## config.mk

```make
export PLATFORM = sky130hd
export DESIGN_NAME = lcd_bias_ctrl
export DESIGN_NICKNAME = d
export VERILOG_FILES = /design/src/rtl/lcd_bias_pkg.sv /design/src/rtl/lcd_base_div.sv /design/src/rtl/lcd_frame_ctr.sv /design/src/rtl/lcd_fc_timer.sv /design/src/rtl/lcd_bias_ctrl.sv
export SDC_FILE = /design/constraint.sdc
export NUM_CORES = 1
export LEC_CHECK = 0
export BUFFER_PORTS_ARGS = -buffer_cell sky130_fd_sc_hd__buf_2
export CORE_ASPECT_RATIO = 0.5
export CORE_MARGIN = 8
export CORE_UTILIZATION = 48
export CTS_BUF_LIST = sky130_fd_sc_hd__clkbuf_8
export CTS_CLUSTER_SIZE = 28
export DETAILED_ROUTE_END_ITERATION = 6
export HOLD_SLACK_MARGIN = 0.06
export PLACE_DENSITY_LB_ADDON = 0.05
export SLEW_MARGIN = 30
export SYNTH_ARGS = -nofsm -noshare
export SYNTH_HDL_FRONTEND = slang
export SYNTH_HIERARCHICAL = 1
export SYNTH_SLANG_ARGS = --single-unit
```

## constraint.sdc

```tcl
create_clock -name clk -period 5.4 [get_ports clk]
set_input_delay 0.54 -clock clk [delete_from_list [all_inputs] [get_ports clk]]
set_output_delay 0.54 -clock clk [all_outputs]
set_load 0.01 [all_outputs]
```

## src/rtl/lcd_bias_pkg.sv

```systemverilog
package lcd_bias_pkg;

    localparam int SEL_W      = 3;
    localparam int DUTY_W     = 2;
    localparam int FC_W       = 2;
    localparam int BASE_SHIFT = 4;
    localparam int FC_SHIFT   = 5;
    localparam int FC_MAX     = 2;
    localparam int CNT_W      = BASE_SHIFT + (1 << SEL_W);

    typedef logic [SEL_W-1:0]  clk_code_t;
    typedef logic [DUTY_W-1:0] duty_t;
    typedef logic [FC_W-1:0]   fc_code_t;
    typedef logic [CNT_W-1:0]  cnt_t;

    typedef enum logic [1:0] {
        LAD_HIGH = 2'd0,
        LAD_LOW  = 2'd1,
        LAD_FAST = 2'd2
    } ladder_mode_e;

    typedef struct packed {
        logic tick;
        logic frame;
    } timing_s;

    // Length of one base period in reference cycles.
    function automatic cnt_t base_period(clk_code_t code);
        int sh;
        sh = int'(code) + BASE_SHIFT;
        return cnt_t'(1) << sh;
    endfunction

    // Fast-charge pulse length; never below one cycle.
    function automatic cnt_t pulse_len(clk_code_t code, fc_code_t fc);
        int   sh;
        cnt_t len;
        sh  = FC_SHIFT + ((int'(fc) > FC_MAX) ? FC_MAX : int'(fc));
        len = base_period(code) >> sh;
        if (len == '0) len = cnt_t'(1);
        return len;
    endfunction

    function automatic ladder_mode_e pick_mode(logic low, logic fast);
        if (fast)     return LAD_FAST;
        else if (low) return LAD_LOW;
        else          return LAD_HIGH;
    endfunction

endpackage

```

## src/rtl/lcd_base_div.sv

```systemverilog
module lcd_base_div
    import lcd_bias_pkg::*;
(
    input  logic      clk,
    input  logic      rst,
    input  clk_code_t code_in,
    input  logic      frame_end,
    output logic      tick,
    output clk_code_t code_now,
    output clk_code_t code_next
);
    cnt_t      cnt_q;
    clk_code_t code_q;

    assign tick      = (cnt_q == (base_period(code_q) - cnt_t'(1)));
    assign code_now  = code_q;
    assign code_next = frame_end ? code_in : code_q;

    always_ff @(posedge clk) begin
        if (rst) begin
            cnt_q  <= '0;
            code_q <= code_in;
        end else begin
            if (tick) cnt_q <= '0;
            else      cnt_q <= cnt_q + cnt_t'(1);
            if (frame_end) code_q <= code_in;
        end
    end
endmodule

```

## src/rtl/lcd_frame_ctr.sv

```systemverilog
module lcd_frame_ctr
    import lcd_bias_pkg::*;
(
    input  logic  clk,
    input  logic  rst,
    input  duty_t duty_in,
    input  logic  tick,
    output logic  frame_end
);
    duty_t pos_q;
    duty_t len_q;

    assign frame_end = tick && (pos_q == len_q);

    always_ff @(posedge clk) begin
        if (rst) begin
            pos_q <= '0;
            len_q <= duty_in;
        end else if (frame_end) begin
            pos_q <= '0;
            len_q <= duty_in;
        end else if (tick) begin
            pos_q <= pos_q + duty_t'(1);
        end
    end
endmodule

```

## src/rtl/lcd_fc_timer.sv

```systemverilog
module lcd_fc_timer
    import lcd_bias_pkg::*;
(
    input  logic      clk,
    input  logic      rst,
    input  logic      tick,
    input  clk_code_t code_next,
    input  fc_code_t  fc_code,
    input  logic      low_cur,
    input  logic      fast_chg,
    output logic      ladder_hi
);
    cnt_t         rem_q;
    cnt_t         rem_d;
    ladder_mode_e mode;
    logic         lad_d;
    logic         lad_q;

    always_comb begin
        if (tick)               rem_d = pulse_len(code_next, fc_code);
        else if (rem_q != '0)   rem_d = rem_q - cnt_t'(1);
        else                    rem_d = '0;
    end

    always_comb begin
        mode = pick_mode(low_cur, fast_chg);
        unique case (mode)
            LAD_FAST: lad_d = (rem_d != '0);
            LAD_LOW:  lad_d = 1'b0;
            default:  lad_d = 1'b1;
        endcase
    end

    always_ff @(posedge clk) begin
        if (rst) begin
            rem_q <= '0;
            lad_q <= 1'b1;
        end else begin
            rem_q <= rem_d;
            lad_q <= lad_d;
        end
    end

    assign ladder_hi = lad_q;
endmodule

```

## src/rtl/lcd_bias_ctrl.sv

```systemverilog
module lcd_bias_ctrl
    import lcd_bias_pkg::*;
(
    input  logic       clk,
    input  logic       rst,
    input  logic [2:0] clk_sel,
    input  logic [1:0] duty_len,
    input  logic       low_cur,
    input  logic       fast_chg,
    input  logic [1:0] fc_len,
    output logic       base_tick,
    output logic       frame_strobe,
    output logic       ladder_hi
);
    timing_s   tm;
    clk_code_t code_now;
    clk_code_t code_next;

    lcd_base_div u_div (
        .clk       (clk),
        .rst       (rst),
        .code_in   (clk_sel),
        .frame_end (tm.frame),
        .tick      (tm.tick),
        .code_now  (code_now),
        .code_next (code_next)
    );

    lcd_frame_ctr u_frame (
        .clk       (clk),
        .rst       (rst),
        .duty_in   (duty_len),
        .tick      (tm.tick),
        .frame_end (tm.frame)
    );

    lcd_fc_timer u_fc (
        .clk       (clk),
        .rst       (rst),
        .tick      (tm.tick),
        .code_next (code_next),
        .fc_code   (fc_len),
        .low_cur   (low_cur),
        .fast_chg  (fast_chg),
        .ladder_hi (ladder_hi)
    );

    assign base_tick    = tm.tick;
    assign frame_strobe = tm.frame;
endmodule

```

==> results.cfg, run 1 <==
[run_status]
outcome = finished, final reports clean

[timing]
setup_tns_ns = 0
drv_slew = 0
fmax_mhz = 272
fin_skew_ns = 0.00338
rsz0062_at_grt = false
slew_headroom = 0.463
min_period_over_period = 0.682
hold_violations = 0
period_minus_slack_ns = 3.68
tightest_slew_ns = 0.800
setup_viol = 0
holdWs_ns = 0.426

[synth]
synth_edf_count = 2
syn_inst = 218
ys_top_cells_by_area = dfxtp_1, nor2_1, xnor2_1, xor2_1, edfxtp_1
synth_area_per_cell_um2 = 8.64
synth-adder-area-share = 0.0133
ys_ff_latch = 32
syn-num-nets = 231
yosysSeqAreaShare = 0.351
synth-compound-area-share = 0.161
synth_top_cell_area_share = 0.319
synth_flop_cell = dfxtp_1
synth-xor-area-share = 0.0884
muxShareOfSynthArea = 0.0458
yosys_warnings = 6
synth_top_family_by_area = simple AND/OR/NAND/NOR gates
synthArstFlopShare = 0
syn-cell-area_um2 = 1880
ys_types = 63
synth_top_cell_by_area = dfxtp_1
yosys.area_share.simple = 0.295

[placed_design]
port_buffers = 13
dp_cells = 278
gp_congestion = 0.798
post-dp-hpwl_mm = 2.90

[critical_path]
path_class = reg -> reg
cp_top_family = compound AO/OA/AOI/OAI gates
cp_num_buf_inv = 1
crit_path_start = u_div/cnt_q[0]
crit_top_cell = o21ai_1
start_kind = flop
worstPathRequired_ns = 5.56
r2r-start = u_div/cnt_q[0]
cp_cell_sequence = ha_1, nand3_2, a2111oi_2, o21ai_1, nor3_2, buf_4, and3_4, nand2_1, o21ai_1, xor2_1, nor3_1, o21ai_0, o2111ai_1, and4bb_1, a32oi_1
worstPathMaxFanout = 20
cp_slowest_cell = dfxtp_1
worst_ep_arrival_time_ns = 3.84
cpPeakStageDelay_ns = 0.37
end_kind = flop

[clocking]
clk_latency_ns = 0.29
cts_root_buffer = clkbuf_8
clock-sinks = 32
clkSlewWorstSetupHoldPaths_ns = 0.06
holdBufCountCts = 0
clockBufferDepth = 2
postCtsSetupRepairBufs = 0
cts_tree = built
htreeDepth = 2
numCtsBuffers = 5
post_cts_resized = 0

[cells_and_area]
diodes = 0
layout_commonest_cell = nor2_1
final_net_count = 244
final_core_util = 0.545
layout.cells.non_filler = 286
layout-drive-gt1-share = 0.164
fillers = 367
mostFrequentLayoutCells = nor2_1, dfxtp_1, buf_2, nand2_1, xnor2_1
syn_to_final_growth_pct = 10.6

[floorplan]
die_y_um = 60.3
core_area_um2 = 3820
die-area_um2 = 6310
die_x_um = 105
start_util = 0.492
rows = 16
io_pins = 14

[route]
first_iter_violations = 58
drc = 0
wl_met1_mm = 2.01
ant_nets = 0
wl_per_cell_um = 14.3
routed_wl_mm = 4.10
routed.top_layer = met4
first_pass_iters = 5
wl_met2_mm = 1.88
dr_wl_met3_um = 144
post_drt_via_cell_ratio = 5.57
vias = 1594

[job]
maxCapViolations = 0

[global_route]
grt_pass1_vias = 1457
grt_max_degree = 21
grt_usage = 0.137
grt_pass1_wl_mm = 6.80
grt.overflow.total = 0
antenna_found_initial = 0

[hold_path]
min-delay-path-class = in -> reg
min_from = duty_len[1]

[power_and_ir_drop]
power.total_uw = 899
power.switching_uw = 324
ir_drop_mv = 0.168
power_frac_comb = 0.391
p_seq_frac = 0.361
internal-power_uw = 575
power.leakage_nw = 0.788
clock_power_share = 0.249
power.density_nw_per_um2 = 432
swShare = 0.360
cells in the mapped netlist, types with 2 or more instances:
master,number
or2_2,2
nor2b_1,7
mux2_2,5
o21a_1,2
xor2_1,7
nand2_1,12
nor3b_1,4
nand2b_1,6
clkbuf_1,2
a31oi_1,2
ha_1,2
edfxtp_1,2
buf_2,3
nand3_1,3
a21boi_0,2
o21ai_0,6
a21oi_1,7
nor2_1,32
nor4_1,2
nand4_1,3
dfxtp_1,30
inv_1,9
mux2i_1,3
a41o_1,2
xnor2_1,12
nor3_1,11
buf_6,2
o32ai_1,3
worst register-to-register path: stages (launching register included):
cell	delay [ns]
dfxtp_1	0.37
ha_1	0.21
nand3_2	0.12
a2111oi_2	0.35
o21ai_1	0.20
nor3_2	0.19
buf_4	0.25
and3_4	0.25
nand2_1	0.05
o21ai_1	0.33
xor2_1	0.31
nor3_1	0.07
o21ai_0	0.28
o2111ai_1	0.18
and4bb_1	0.30
a32oi_1	0.10
power by group through the flow:
stage	Clock, mW	Sequential, mW	Combinational [mW]
floorplan	0	0.307	0.304
global placement	0	0.329	0.343
detailed placement	0	0.329	0.343
CTS	0.230	0.323	0.352
global route	0.238	0.330	0.391
finish	0.224	0.324	0.351
sequential cells by signal, summed over array words and instances (netlist names):
| signal | count |
|---|---|
| u_fc/ladder_hi | 1 |
| u_frame/len_q | 2 |
| u_fc/rem_q | 12 |
| u_frame/pos_q | 2 |
| u_div/cnt_q | 12 |
| u_div/code_now | 3 |
worst paths after layout:
check                           to  slack [ns]  cells after the start
hold reg to reg     u_div/cnt_q[0]        0.46                      1
hold / removal    u_frame/len_q[1]        0.43                      1
setup / recovery    u_fc/ladder_hi        1.72                     15
setup reg to reg    u_fc/ladder_hi        1.72                     15
kinds of logic after synthesis:
logic type / count (synthesis)
muxes: 8
and+or+nand+nor: 99
xor gates and xnor gates: 19
adders and majority gates: 2
AOI/OAI and AO/OA: 41
DFF: 32
buffers and inverters: 17
per-layer routing:
layer | vias up | global-route usage
met1 | 756 | 0.165
li1 | 808 | -
met2 | 22 | 0.226
met4 | 0 | 0.0602
met3 | 8 | 0.0387
met5 | - | 0
metrics by stage:
stage	cell area, um^2	worst slack, ns
after global placement	1980	1.87
final	2080	1.72
after global routing	2080	1.48
after CTS	2080	1.70
after floorplan	1880	1.63
after detailed placement	1980	1.77
final cells by class:
type	count	area, um^2	area share
inverters	9	33.8	0.0162
well taps	54	67.6	0.0325
flip-flops and latches	32	661	0.317
clock inverters	3	37.5	0.0180
clock buffers	5	68.8	0.0331
repair buffers	14	72.6	0.0349
multi-input cells	169	1140	0.548
Note: power is estimated with default switching activity, not from simulation.
==> run 2: changes to the inputs <==
==> constraint.sdc (replaced) <==
create_clock -name clk -period 3.49 [get_ports clk]
set_input_delay 0.349 -clock clk [delete_from_list [all_inputs] [get_ports clk]]
set_output_delay 0.349 -clock clk [all_outputs]
set_load 0.01 [all_outputs]
==> run 2 against run 1 <==
Net effect:
- power increased by 45%
- clock power increased by 21%
- combinational power increased by 51%
- critical path depth decreased by 2
- largest power group unchanged
==> results.cfg, run 2 (synthesis results as in run 1) <==
[cells_and_area]
diodes = 0
final_cell_area_um2 = 2100
mostFrequentLayoutCells = nor2_1, dfxtp_1, buf_2, nand2_1, xnor2_1
syn_to_final_growth_pct = 11.4
layout_commonest_cell = nor2_1
multi_input_area_um2 = 1160
layout-drive-gt1-share = 0.183
layout.cells.non_filler = 289
regArea_um2 = 661
fillers = 365
final_net_count = 247

[placed_design]
port_buffers = 13
dpl_cell_area_um2 = 1990
gp_congestion = 0.830
post-dp-hpwl_mm = 2.83
dp_cells = 280

[global_route]
grt_max_degree = 21
grt_pass1_vias = 1473
grt.overflow.total = 0
antenna_found_initial = 0
grt_pass1_wl_mm = 6.58
grt_usage = 0.131

[timing]
tightest_slew_ns = 0.836
period_minus_slack_ns = 3.24
hold_violations = 0
drv_slew = 0
setup_tns_ns = 0
fmax_mhz = 309
slew_headroom = 0.439
holdWs_ns = 0.236
setup_viol = 0
fin_skew_ns = 0.00582
min_period_over_period = 0.928

[floorplan]
die_x_um = 105
core_area_um2 = 3820
start_util = 0.492
die_y_um = 60.3
io_pins = 14
rows = 16
die-area_um2 = 6310

[critical_path]
end_kind = flop
worstPathRequired_ns = 3.70
path_class = reg -> reg
start_kind = flop
worstPathMaxFanout = 7
worst_ep_arrival_time_ns = 3.45

[clocking]
cts_tree = built
cts_root_buffer = clkbuf_8
clock-sinks = 32
clk_latency_ns = 0.29
clockBufferDepth = 2
clkSlewWorstSetupHoldPaths_ns = 0.07
htreeDepth = 2
numCtsBuffers = 5

[run_status]
outcome = finished, final reports clean

[route]
wl_per_cell_um = 13.7
routed_wl_mm = 3.97
drc = 0
vias = 1579
post_drt_via_cell_ratio = 5.46
ant_nets = 0
first_iter_violations = 55
first_pass_iters = 4

[power_and_ir_drop]
power.leakage_nw = 0.797
ir_drop_mv = 0.241
power.total_mw = 1.30
power.density_nw_per_um2 = 622

[hold_path]
min-delay-path-class = in -> reg

[job]
maxCapViolations = 0
run 2: changes by cell type in the layout (fill, tap and decap cells not counted), sizes merged:
cell | before | now
buf | 14 | 17
bufinv | 1 | 0
clkinv | 2 | 3
run 2: power breakdown:
part | total (mW) | internal (mW) | switching (mW)
sequential | 0.501 | 0.424 | 0.0774
combinational | 0.531 | 0.262 | 0.269
clock | 0.272 | 0.135 | 0.137
total | 1.30 | 0.821 | 0.484
run 2: metrics by stage:
step / utilization / setup slack, ns
2_1_floorplan: - / 0.0339
3_5_place_dp: 0.521 / 0.200
4_1_cts: 0.542 / 0.181
5_1_grt: 0.548 / -0.0184
6_report: 0.548 / 0.250
3_3_place_gp: 0.521 / 0.321
run 2: critical path: stages, from the launching register on:
cell       delay (ns)
dfxtp_1          0.37
ha_1             0.21
nand3_2          0.14
a2111oi_4        0.37
o21ai_2          0.15
nor3_2           0.18
and3_4           0.25
mux2_2           0.39
or3_1            0.34
a21oi_1          0.15
a31o_2           0.12
a31oi_1          0.10
and4bb_1         0.22
a32oi_1          0.18
run 2: repair_timing:
item,in CTS,in global routing
setup buffers,0,1
gates resized for setup,0,2
hold endpoints to repair,0,0
hold buffers,0,0
endpoints found under the setup margin,0,1
run 2: path summary, 6_finish.rpt:
path                   from                to  slack [ns]  cells after the start
max reg2reg  u_div/cnt_q[0]    u_fc/ladder_hi        0.25                     13
min reg2reg  u_div/cnt_q[0]    u_div/cnt_q[0]        0.46                      1
min             duty_len[1]  u_frame/len_q[1]        0.24                      1
max          u_div/cnt_q[0]    u_fc/ladder_hi        0.25                     13
run 2: cell type report:
cell class | count | share of cell area
well taps | 54 | 0.0322
multi-input cells | 169 | 0.552
clock buffers | 5 | 0.0328
flip-flops and latches | 32 | 0.315
repair buffers | 17 | 0.0453
clock inverters | 3 | 0.00656
inverters | 9 | 0.0161
run 2: layer usage:
metal	wire length (um)	global-route usage	vias to the layer above	share of wire
li1	-	-	806	-
met1	1980	0.151	748	0.50
met2	1810	0.225	18	0.46
met3	118	0.0387	7	0.030
met4	60	0.0602	0	0.015
met5	0	0	-	0
==> run 3: changes to the inputs <==
--- a/config.mk
+++ b/config.mk
@@ -6,9 +6,11 @@
 export NUM_CORES = 1
 export LEC_CHECK = 0
 export BUFFER_PORTS_ARGS = -buffer_cell sky130_fd_sc_hd__buf_2
+export CELL_PAD_IN_SITES_DETAIL_PLACEMENT = 0
+export CELL_PAD_IN_SITES_GLOBAL_PLACEMENT = 1
 export CORE_ASPECT_RATIO = 0.5
 export CORE_MARGIN = 8
-export CORE_UTILIZATION = 48
+export CORE_UTILIZATION = 47
 export CTS_BUF_LIST = sky130_fd_sc_hd__clkbuf_8
 export CTS_CLUSTER_SIZE = 28
 export DETAILED_ROUTE_END_ITERATION = 6
==> run 3 against run 2 <==
Net effect:
- global-route usage decreased by 0.22 points
- sequential share of layout area decreased by 0.41 points
- core utilization increased by 0.14 points
- setup slack improved by 0.025 ns
- clock skew increased by 0.00065 ns
- first-iteration DRC count decreased by 1.8%
- non-clock buffer count decreased by 1
- final cell count decreased by 0.35%
- clock power increased by 28%
- hold slack improved by 0.0094 ns
- critical endpoint unchanged
==> results.cfg, run 3 (synthesis results as in run 1) <==
[placed_design]
place_ws_ns = 0.181
post-dp-hpwl_mm = 2.94
port_buffers = 13
gp_congestion = 0.823
dp_cells = 280

[timing]
min_period_over_period = 0.921
rsz0062_at_grt = false
setup_tns_ns = 0
fmax_mhz = 311
drv_slew = 0
setup_viol = 0
period_minus_slack_ns = 3.22
slew_headroom = 0.493
setup_ws_ns = 0.275
fin_skew_ns = 0.00646
tightest_slew_ns = 0.755
hold_violations = 0

[critical_path]
crit_path_start = u_div/cnt_q[0]
ff2ff_path_depth = 13
start_kind = flop
worstPathMaxFanout = 7
end_kind = flop
worstPathRequired_ns = 3.69
r2r_slack_ns = 0.27
r2r_end = u_fc/ladder_hi
r2r-start = u_div/cnt_q[0]
path_class = reg -> reg
worst_ep_arrival_time_ns = 3.42

[cells_and_area]
layout_commonest_cell = nor2_1
layout.cells.non_filler = 288
layout-drive-gt1-share = 0.184
final_core_util = 0.550
diodes = 0
final_net_count = 246
fillers = 388
mostFrequentLayoutCells = nor2_1, dfxtp_1, buf_2, nand2_1, xnor2_1
syn_to_final_growth_pct = 12.8

[clocking]
postCtsSetupRepairBufs = 0
clockBufferDepth = 2
post_cts_resized = 0
clkSlewWorstSetupHoldPaths_ns = 0.07
clock-sinks = 32
cts_tree = built
cts_root_buffer = clkbuf_8
holdBufCountCts = 0
clk_latency_ns = 0.28
numCtsBuffers = 5
htreeDepth = 2

[route]
post_drt_via_cell_ratio = 5.49
ant_nets = 0
wl_per_cell_um = 14.1
vias = 1581
first_iter_violations = 54
drc = 0
routed_wl_mm = 4.06
first_pass_iters = 4

[hold_path]
min_from = duty_len[0]
min_to = u_frame/len_q[0]
min-delay-path-class = in -> reg
holdPathStages = 1

[global_route]
antenna_found_initial = 0
grt_usage = 0.129
grt.overflow.total = 0
grt_max_degree = 21
grt_pass1_vias = 1472
grt_pass1_wl_mm = 6.71

[floorplan]
die_y_um = 60.8
die_x_um = 106
io_pins = 14
core_area_um2 = 3860
rows = 16
start_util = 0.487
die-area_um2 = 6410

[job]
maxCapViolations = 0

[power_and_ir_drop]
power.total_mw = 1.39
ir_drop_mv = 0.207
power.density_nw_per_um2 = 652
power.leakage_nw = 0.805

[run_status]
outcome = finished, final reports clean
## run 3: area by class of cell
cell class / count / area [um^2] / share of cell area
Tap cell: 54 / 67.6 / 0.0318
Clock buffer: 5 / 68.8 / 0.0324
Timing Repair Buffer: 16 / 87.6 / 0.0412
Sequential cell: 32 / 661 / 0.311
Multi-Input combinational cell: 169 / 1170 / 0.549
Inverter: 9 / 33.8 / 0.0159
Clock inverter: 3 / 38.8 / 0.0183
## run 3: layer usage
metal	vias to the layer above	GRT usage	wire [um]
li1	807	-	-
met1	756	0.148	1900
met2	16	0.236	2030
met3	2	0.0381	127
met4	0	0.0297	4
met5	-	0	0
## run 3: worst max-delay path, stage by stage, from the launching register on
cell and delay (ns):
dfxtp_1 0.37, ha_2 0.23, nand3_4 0.10, a2111oi_4 0.34, o21ai_2 0.14, nor3_2 0.17
and3_4 0.25, mux2_2 0.39, or3_1 0.34, a21oi_1 0.16, a31o_2 0.12, a31oi_1 0.10
and4bb_1 0.23, a32oi_1 0.20
## run 3: worst max path at each step
stage	end	cells after the start
3_5_place_dp	u_fc/ladder_hi	15
6_report	u_fc/ladder_hi	13
4_1_cts	u_fc/ladder_hi	15
5_1_grt	u_fc/ladder_hi	13
3_3_place_gp	u_fc/ladder_hi	13
2_1_floorplan	u_fc/ladder_hi	13
## run 3: metrics by stage
step / instance area (um^2) / hold slack (ns)
global placement: 1990 / 0.441
finish: 2120 / 0.245
global route: 2120 / 0.232
CTS: 2100 / 0.233
detailed placement: 1990 / 0.456
floorplan: 1890 / 0.418
## run 3: where the power goes
part           leakage [nW]  internal [mW]  switching, mW
sequential            0.265          0.424         0.0769
combinational         0.481          0.263          0.275
clock                0.0593          0.209          0.139
